==> config.mk <==
export PLATFORM = sky130hd
export DESIGN_NAME = snooze_seq
export DESIGN_NICKNAME = d
export VERILOG_FILES = /design/src/rtl/snooze_pkg.sv /design/src/rtl/snooze_sync.sv /design/src/rtl/snooze_fsm.sv /design/src/rtl/snooze_guard.sv /design/src/rtl/snooze_seq.sv
export SDC_FILE = /design/constraint.sdc
export NUM_CORES = 1
export LEC_CHECK = 0
export CAP_MARGIN = 10
export CORE_AREA = 2 2 39 41
export CTS_BUF_LIST = sky130_fd_sc_hd__clkbuf_2 sky130_fd_sc_hd__clkbuf_4 sky130_fd_sc_hd__clkbuf_8
export DETAILED_ROUTE_END_ITERATION = 12
export DIE_AREA = 0 0 41 43
export GPL_ROUTABILITY_DRIVEN = 0
export MAX_ROUTING_LAYER = met4
export SYNTH_ARGS = -nofsm -noshare
export SYNTH_HDL_FRONTEND = slang
export SYNTH_SLANG_ARGS = --single-unit
export TNS_END_PERCENT = 50
==> constraint.sdc <==
create_clock -name clk_i -period 1.4 [get_ports clk_i]
set_input_delay 0.14 -clock clk_i [delete_from_list [all_inputs] [get_ports clk_i]]
set_output_delay 0.14 -clock clk_i [all_outputs]
set_load 0.01 [all_outputs]
==> src/rtl/snooze_pkg.sv <==
package snooze_pkg;
  typedef enum logic [1:0] {
    ST_AWAKE = 2'd0,
    ST_DRAIN = 2'd1,
    ST_SLEEP = 2'd2,
    ST_WAKE  = 2'd3
  } snz_state_e;
endpackage

==> src/rtl/snooze_sync.sv <==
module snooze_sync #(
  parameter int unsigned STAGES = 2
) (
  input  logic clk_i,
  input  logic rst_ni,
  input  logic d_i,
  output logic q_o
);
  logic [STAGES-1:0] chain_q;

  for (genvar i = 0; i < STAGES; i++) begin : g_stage
    if (i == 0) begin : g_first
      always_ff @(posedge clk_i or negedge rst_ni)
        if (!rst_ni) chain_q[i] <= 1'b0;
        else         chain_q[i] <= d_i;
    end else begin : g_next
      always_ff @(posedge clk_i or negedge rst_ni)
        if (!rst_ni) chain_q[i] <= 1'b0;
        else         chain_q[i] <= chain_q[i-1];
    end
  end

  assign q_o = chain_q[STAGES-1];
endmodule

==> src/rtl/snooze_fsm.sv <==
module snooze_fsm
  import snooze_pkg::*;
#(
  parameter int unsigned ENTER_CYC = 2,
  parameter int unsigned EXIT_CYC  = 2
) (
  input  logic clk_i,
  input  logic rst_ni,
  input  logic zz_sync_i,
  output logic in_en_o,
  output logic out_hiz_o,
  output logic wake_win_o
);
  localparam int unsigned MAX_CYC = (ENTER_CYC > EXIT_CYC) ? ENTER_CYC : EXIT_CYC;
  localparam int unsigned CW      = (MAX_CYC < 2) ? 1 : $clog2(MAX_CYC);
  localparam logic [CW-1:0] ENTER_LD = CW'(ENTER_CYC - 1);
  localparam logic [CW-1:0] EXIT_LD  = CW'(EXIT_CYC - 1);

  snz_state_e st_q, st_d;
  logic [CW-1:0] cnt_q, cnt_d;

  always_comb begin
    st_d  = st_q;
    cnt_d = cnt_q;
    unique case (st_q)
      ST_AWAKE: if (zz_sync_i) begin
        st_d  = ST_DRAIN;
        cnt_d = ENTER_LD;
      end
      ST_DRAIN: begin
        if (cnt_q == '0) st_d = ST_SLEEP;
        else             cnt_d = cnt_q - 1'b1;
      end
      ST_SLEEP: if (!zz_sync_i) begin
        st_d  = ST_WAKE;
        cnt_d = EXIT_LD;
      end
      ST_WAKE: begin
        if (zz_sync_i) begin
          st_d  = ST_DRAIN;
          cnt_d = ENTER_LD;
        end else if (cnt_q == '0) begin
          st_d = ST_AWAKE;
        end else begin
          cnt_d = cnt_q - 1'b1;
        end
      end
      default: st_d = ST_AWAKE;
    endcase
  end

  always_ff @(posedge clk_i or negedge rst_ni) begin
    if (!rst_ni) begin
      st_q  <= ST_AWAKE;
      cnt_q <= '0;
    end else begin
      st_q  <= st_d;
      cnt_q <= cnt_d;
    end
  end

  assign in_en_o    = ((st_q == ST_AWAKE) || (st_q == ST_WAKE)) && !zz_sync_i;
  assign out_hiz_o  = (st_q == ST_SLEEP);
  assign wake_win_o = (st_q == ST_WAKE);
endmodule

==> src/rtl/snooze_guard.sv <==
module snooze_guard (
  input  logic clk_i,
  input  logic rst_ni,
  input  logic cmd_valid_i,
  input  logic cmd_wr_i,
  input  logic in_en_i,
  input  logic wake_win_i,
  input  logic zz_sync_i,
  output logic cmd_ok_o,
  output logic wr_data_en_o,
  output logic viol_o
);
  logic wr_take, wr_bad, pend_q, viol_q;

  assign wr_take  = cmd_valid_i && cmd_wr_i && in_en_i && !wake_win_i;
  // write during the exit window: refused and flagged
  assign wr_bad   = cmd_valid_i && cmd_wr_i && in_en_i && wake_win_i;
  assign cmd_ok_o = cmd_valid_i && in_en_i && (!cmd_wr_i || !wake_win_i);

  always_ff @(posedge clk_i or negedge rst_ni) begin
    if (!rst_ni) begin
      pend_q <= 1'b0;
      viol_q <= 1'b0;
    end else begin
      pend_q <= wr_take;
      viol_q <= wr_bad || (pend_q && zz_sync_i);
    end
  end

  assign wr_data_en_o = pend_q && !zz_sync_i;
  assign viol_o       = viol_q;
endmodule

==> src/rtl/snooze_seq.sv <==
module snooze_seq #(
  parameter int unsigned SYNC_STAGES = 2,
  parameter int unsigned ENTER_CYC   = 2,
  parameter int unsigned EXIT_CYC    = 2
) (
  input  logic clk_i,
  input  logic rst_ni,
  input  logic zz_i,
  input  logic cmd_valid_i,
  input  logic cmd_wr_i,
  output logic in_en_o,
  output logic out_hiz_o,
  output logic cmd_ok_o,
  output logic wr_data_en_o,
  output logic viol_o
);
  logic zz_sync, wake_win;

  snooze_sync #(.STAGES(SYNC_STAGES)) u_sync (
    .clk_i (clk_i),
    .rst_ni(rst_ni),
    .d_i   (zz_i),
    .q_o   (zz_sync)
  );

  snooze_fsm #(.ENTER_CYC(ENTER_CYC), .EXIT_CYC(EXIT_CYC)) u_fsm (
    .clk_i     (clk_i),
    .rst_ni    (rst_ni),
    .zz_sync_i (zz_sync),
    .in_en_o   (in_en_o),
    .out_hiz_o (out_hiz_o),
    .wake_win_o(wake_win)
  );

  snooze_guard u_guard (
    .clk_i       (clk_i),
    .rst_ni      (rst_ni),
    .cmd_valid_i (cmd_valid_i),
    .cmd_wr_i    (cmd_wr_i),
    .in_en_i     (in_en_o),
    .wake_win_i  (wake_win),
    .zz_sync_i   (zz_sync),
    .cmd_ok_o    (cmd_ok_o),
    .wr_data_en_o(wr_data_en_o),
    .viol_o      (viol_o)
  );
endmodule

==> metrics.txt <==
outcome complete, but fails checks; failing checks negative setup slack; sequential share of the synthesized area 41.1%; routed wire length per instance 13.4 um; core area 1380 um^2; # diodes 0; Sequential Power Share 19.0%; count leader, synth dfrtp_1; leakage power 0.329 nW; RSZ-0062 raised after global routing yes; final worst path period share 108%; cell type with the largest total area after synthesis dfrtp_1; Site Rows 14; Synth top area share 41.1%; clock skew 0.00653 ns; clock share of power 13.3%; Area Overhead vs Synth 64.8%; Crit path required time 1.26 ns; initial antenna violation count 0; synth cell count leaders dfrtp_1, ha_1, a21oi_1, inv_1, nand2_1; layout cells sized above 1 59.0%; via count 374; Reg2Reg Setup Slack -0.06 ns; Pwr Density 2380 nW/um^2; Netlist Area Pre-Place 427 um^2; CTS tree yes; starting density of the core 30.8%; first drt pass iteration count 3; Worst R2R Path Depth 5; CTS H-tree depth 1; asr flop ratio synth 100%; ys flop type dfrtp_1; Mapped Avg Cell Area 11.9 um^2; crit path launch u_fsm.st_q[1]; Via density 4.86; Max-Cap Viols 0; CP Capture Type output pin; DIE AREA 1760 um^2; Final Cell Area 703 um^2; GRT Total Usage 14.9%; Layout fillers 122; warnings from Yosys 0; syn_nets 47; HPWL Detailed 761 um; Slew Limit Fails 0; Sw Share 37.3%; vias in the first global route 366; critical path arrival 1.38 ns; DRT Wirelength 1.03 mm; Clk Latency, worst-skew pair 0.27 ns; crit path time final 1.52 ns; total gr overflow 0; Layout Nets 73; Post-synth EDFFs 0; pre-CTS setup slack -0.322 ns; # setup viols final 4; total power 1.67 mW; IO buf count 9; Routed Antenna Nets 0; Clock Tree Root clkbuf_4; worst-margin pin slew 0.331 ns; synthesized flop and latch total 7; largest net degree at the start of global routing 9; f_max 659 MHz; ranking of synthesized cells by area dfrtp_1, ha_1, a22oi_4; Comb power frac 67.7%; clk buf depth 2; TritonCTS Buffers 3; maximum vdd drop 0.000790 V; Max transition margin 77.9%; Setup WS post-layout -0.118 ns; post-synth cell types 21; Reg clk slew, reported paths 0.06 ns; Reg-to-Reg Start u_fsm.st_q[1]; startpoint types flop; Fin. Hold Viols 0; DRC errors left 0; sw power 0.624 mW; Detailed Route Iter0 Violations 6; Hold Crit Class input pin to async pin; I/O Pins 10; Post-Syn Instances 36; Die X 41 um; worst-path maximum fanout 3; internal power 1.05 mW; DP Area 618 um^2; kind of critical path flop to output pin; clock sinks 7; Die Ht 43 um; first-pass GRT wire length 1.61 mm
worst max-delay path, cell delays in order, from the launching register on:
cell,delay [ns]
dfrtp_1,0.41
inv_2,0.10
ha_4,0.22
nor2_4,0.09
nand2_2,0.06
a21oi_2,0.09
buf_2,0.13
state kept, by name, indices dropped and copies added (netlist names):
register and cells:
u_fsm.cnt_q 1, u_sync.chain_q 1, u_fsm.st_q 2, u_guard.viol_o 1, u_guard.pend_q 1, u_sync.q_o 1
final cells by class:
cell class | instances | area (um^2) | share of cell area (%)
well taps | 16 | 20.0 | 2.85
clock buffers | 4 | 30.0 | 4.27
inverters | 2 | 7.51 | 1.07
flip-flops and latches | 7 | 175 | 24.9
multi-input cells | 26 | 293 | 41.6
repair buffers | 22 | 178 | 25.3
cell usage in the layout, fill, tap and decap left out:
cell type / count
a2bb2oi_1: 1
a211o_2: 1
o21ai_0: 1
nor3_1: 1
nor2_4: 1
buf_2: 2
ha_2: 2
ha_1: 1
o221ai_1: 1
buf_4: 13
a21oi_2: 2
o21ai_2: 1
and2b_2: 1
a211oi_1: 1
nor3b_1: 1
clkbuf_4: 4
nand2b_1: 1
buf_6: 1
a22oi_4: 1
mux2_4: 1
mux2i_1: 1
clkdlybuf4s50_1: 5
ha_4: 3
dlygate4sd2_1: 1
nand4b_1: 1
a21oi_1: 1
nand2_2: 1
nand2_1: 1
dfrtp_1: 7
inv_2: 2
power groups by stage:
stage | Clock (mW) | Combinational [mW] | Sequential [mW]
final | 0.223 | 1.13 | 0.318
after global routing | 0.237 | 1.23 | 0.326
after CTS | 0.225 | 1.06 | 0.314
after detailed placement | 0 | 0.944 | 0.309
after global placement | 0 | 0.932 | 0.306
after floorplan | 0 | 0.513 | 0.320
what timing repair did:
item | CTS | global route
endpoints found under the setup margin | 6 | 6
pin swaps | 1 | 3
cloned | 0 | 0
resized for setup | 21 | 6
buffers inserted | 0 | 1
hold buffers | 0 | 0
per-stage QoR:
| step | setup TNS, ns | hold WS (ns) | util [%] | instances |
|---|---|---|---|---|
| 2_1_floorplan | -0.00202 | -0.156 | - | 36 |
| 5_1_grt | -0.438 | 0.162 | 50.8 | 77 |
| 3_5_place_dp | -0.774 | 0.366 | 44.7 | 72 |
| 3_3_place_gp | -0.627 | 0.338 | 44.7 | 72 |
| 4_1_cts | -0.296 | 0.141 | 49.2 | 76 |
| 6_report | -0.274 | 0.133 | 50.8 | 77 |
worst paths after layout:
path,endpoint
worst max-delay path,cmd_ok_o
max in group asynchronous,u_guard.viol_o
min in group clk_i,u_sync.chain_q[0]
worst min register to register,u_sync.q_o
worst max register to register,u_fsm.st_q[0]
worst min-delay path,u_fsm.cnt_q
logic make-up (layout without fill, tap and decap cells):
logic type | Yosys count | in the layout | synth area share, %
muxes | 2 | 2 | 5.86
adders and majority gates | 6 | 6 | 17.6
buffers and inverters | 3 | 28 | 4.40
and+or+nand+nor | 8 | 8 | 11.1
DFF | 7 | 7 | 41.1
AOI/OAI and AO/OA | 10 | 10 | 19.9
layer usage:
metal / routed length [um] / vias to the layer above / global-route usage [%]
met5: 0 / - / -
met4: 26 / 0 / 10.0
met3: 24 / 2 / 4.71
met2: 553 / 7 / 23.1
met1: 427 / 183 / 14.9
li1: - / 182 / -
(Power assumes the default switching activity.)
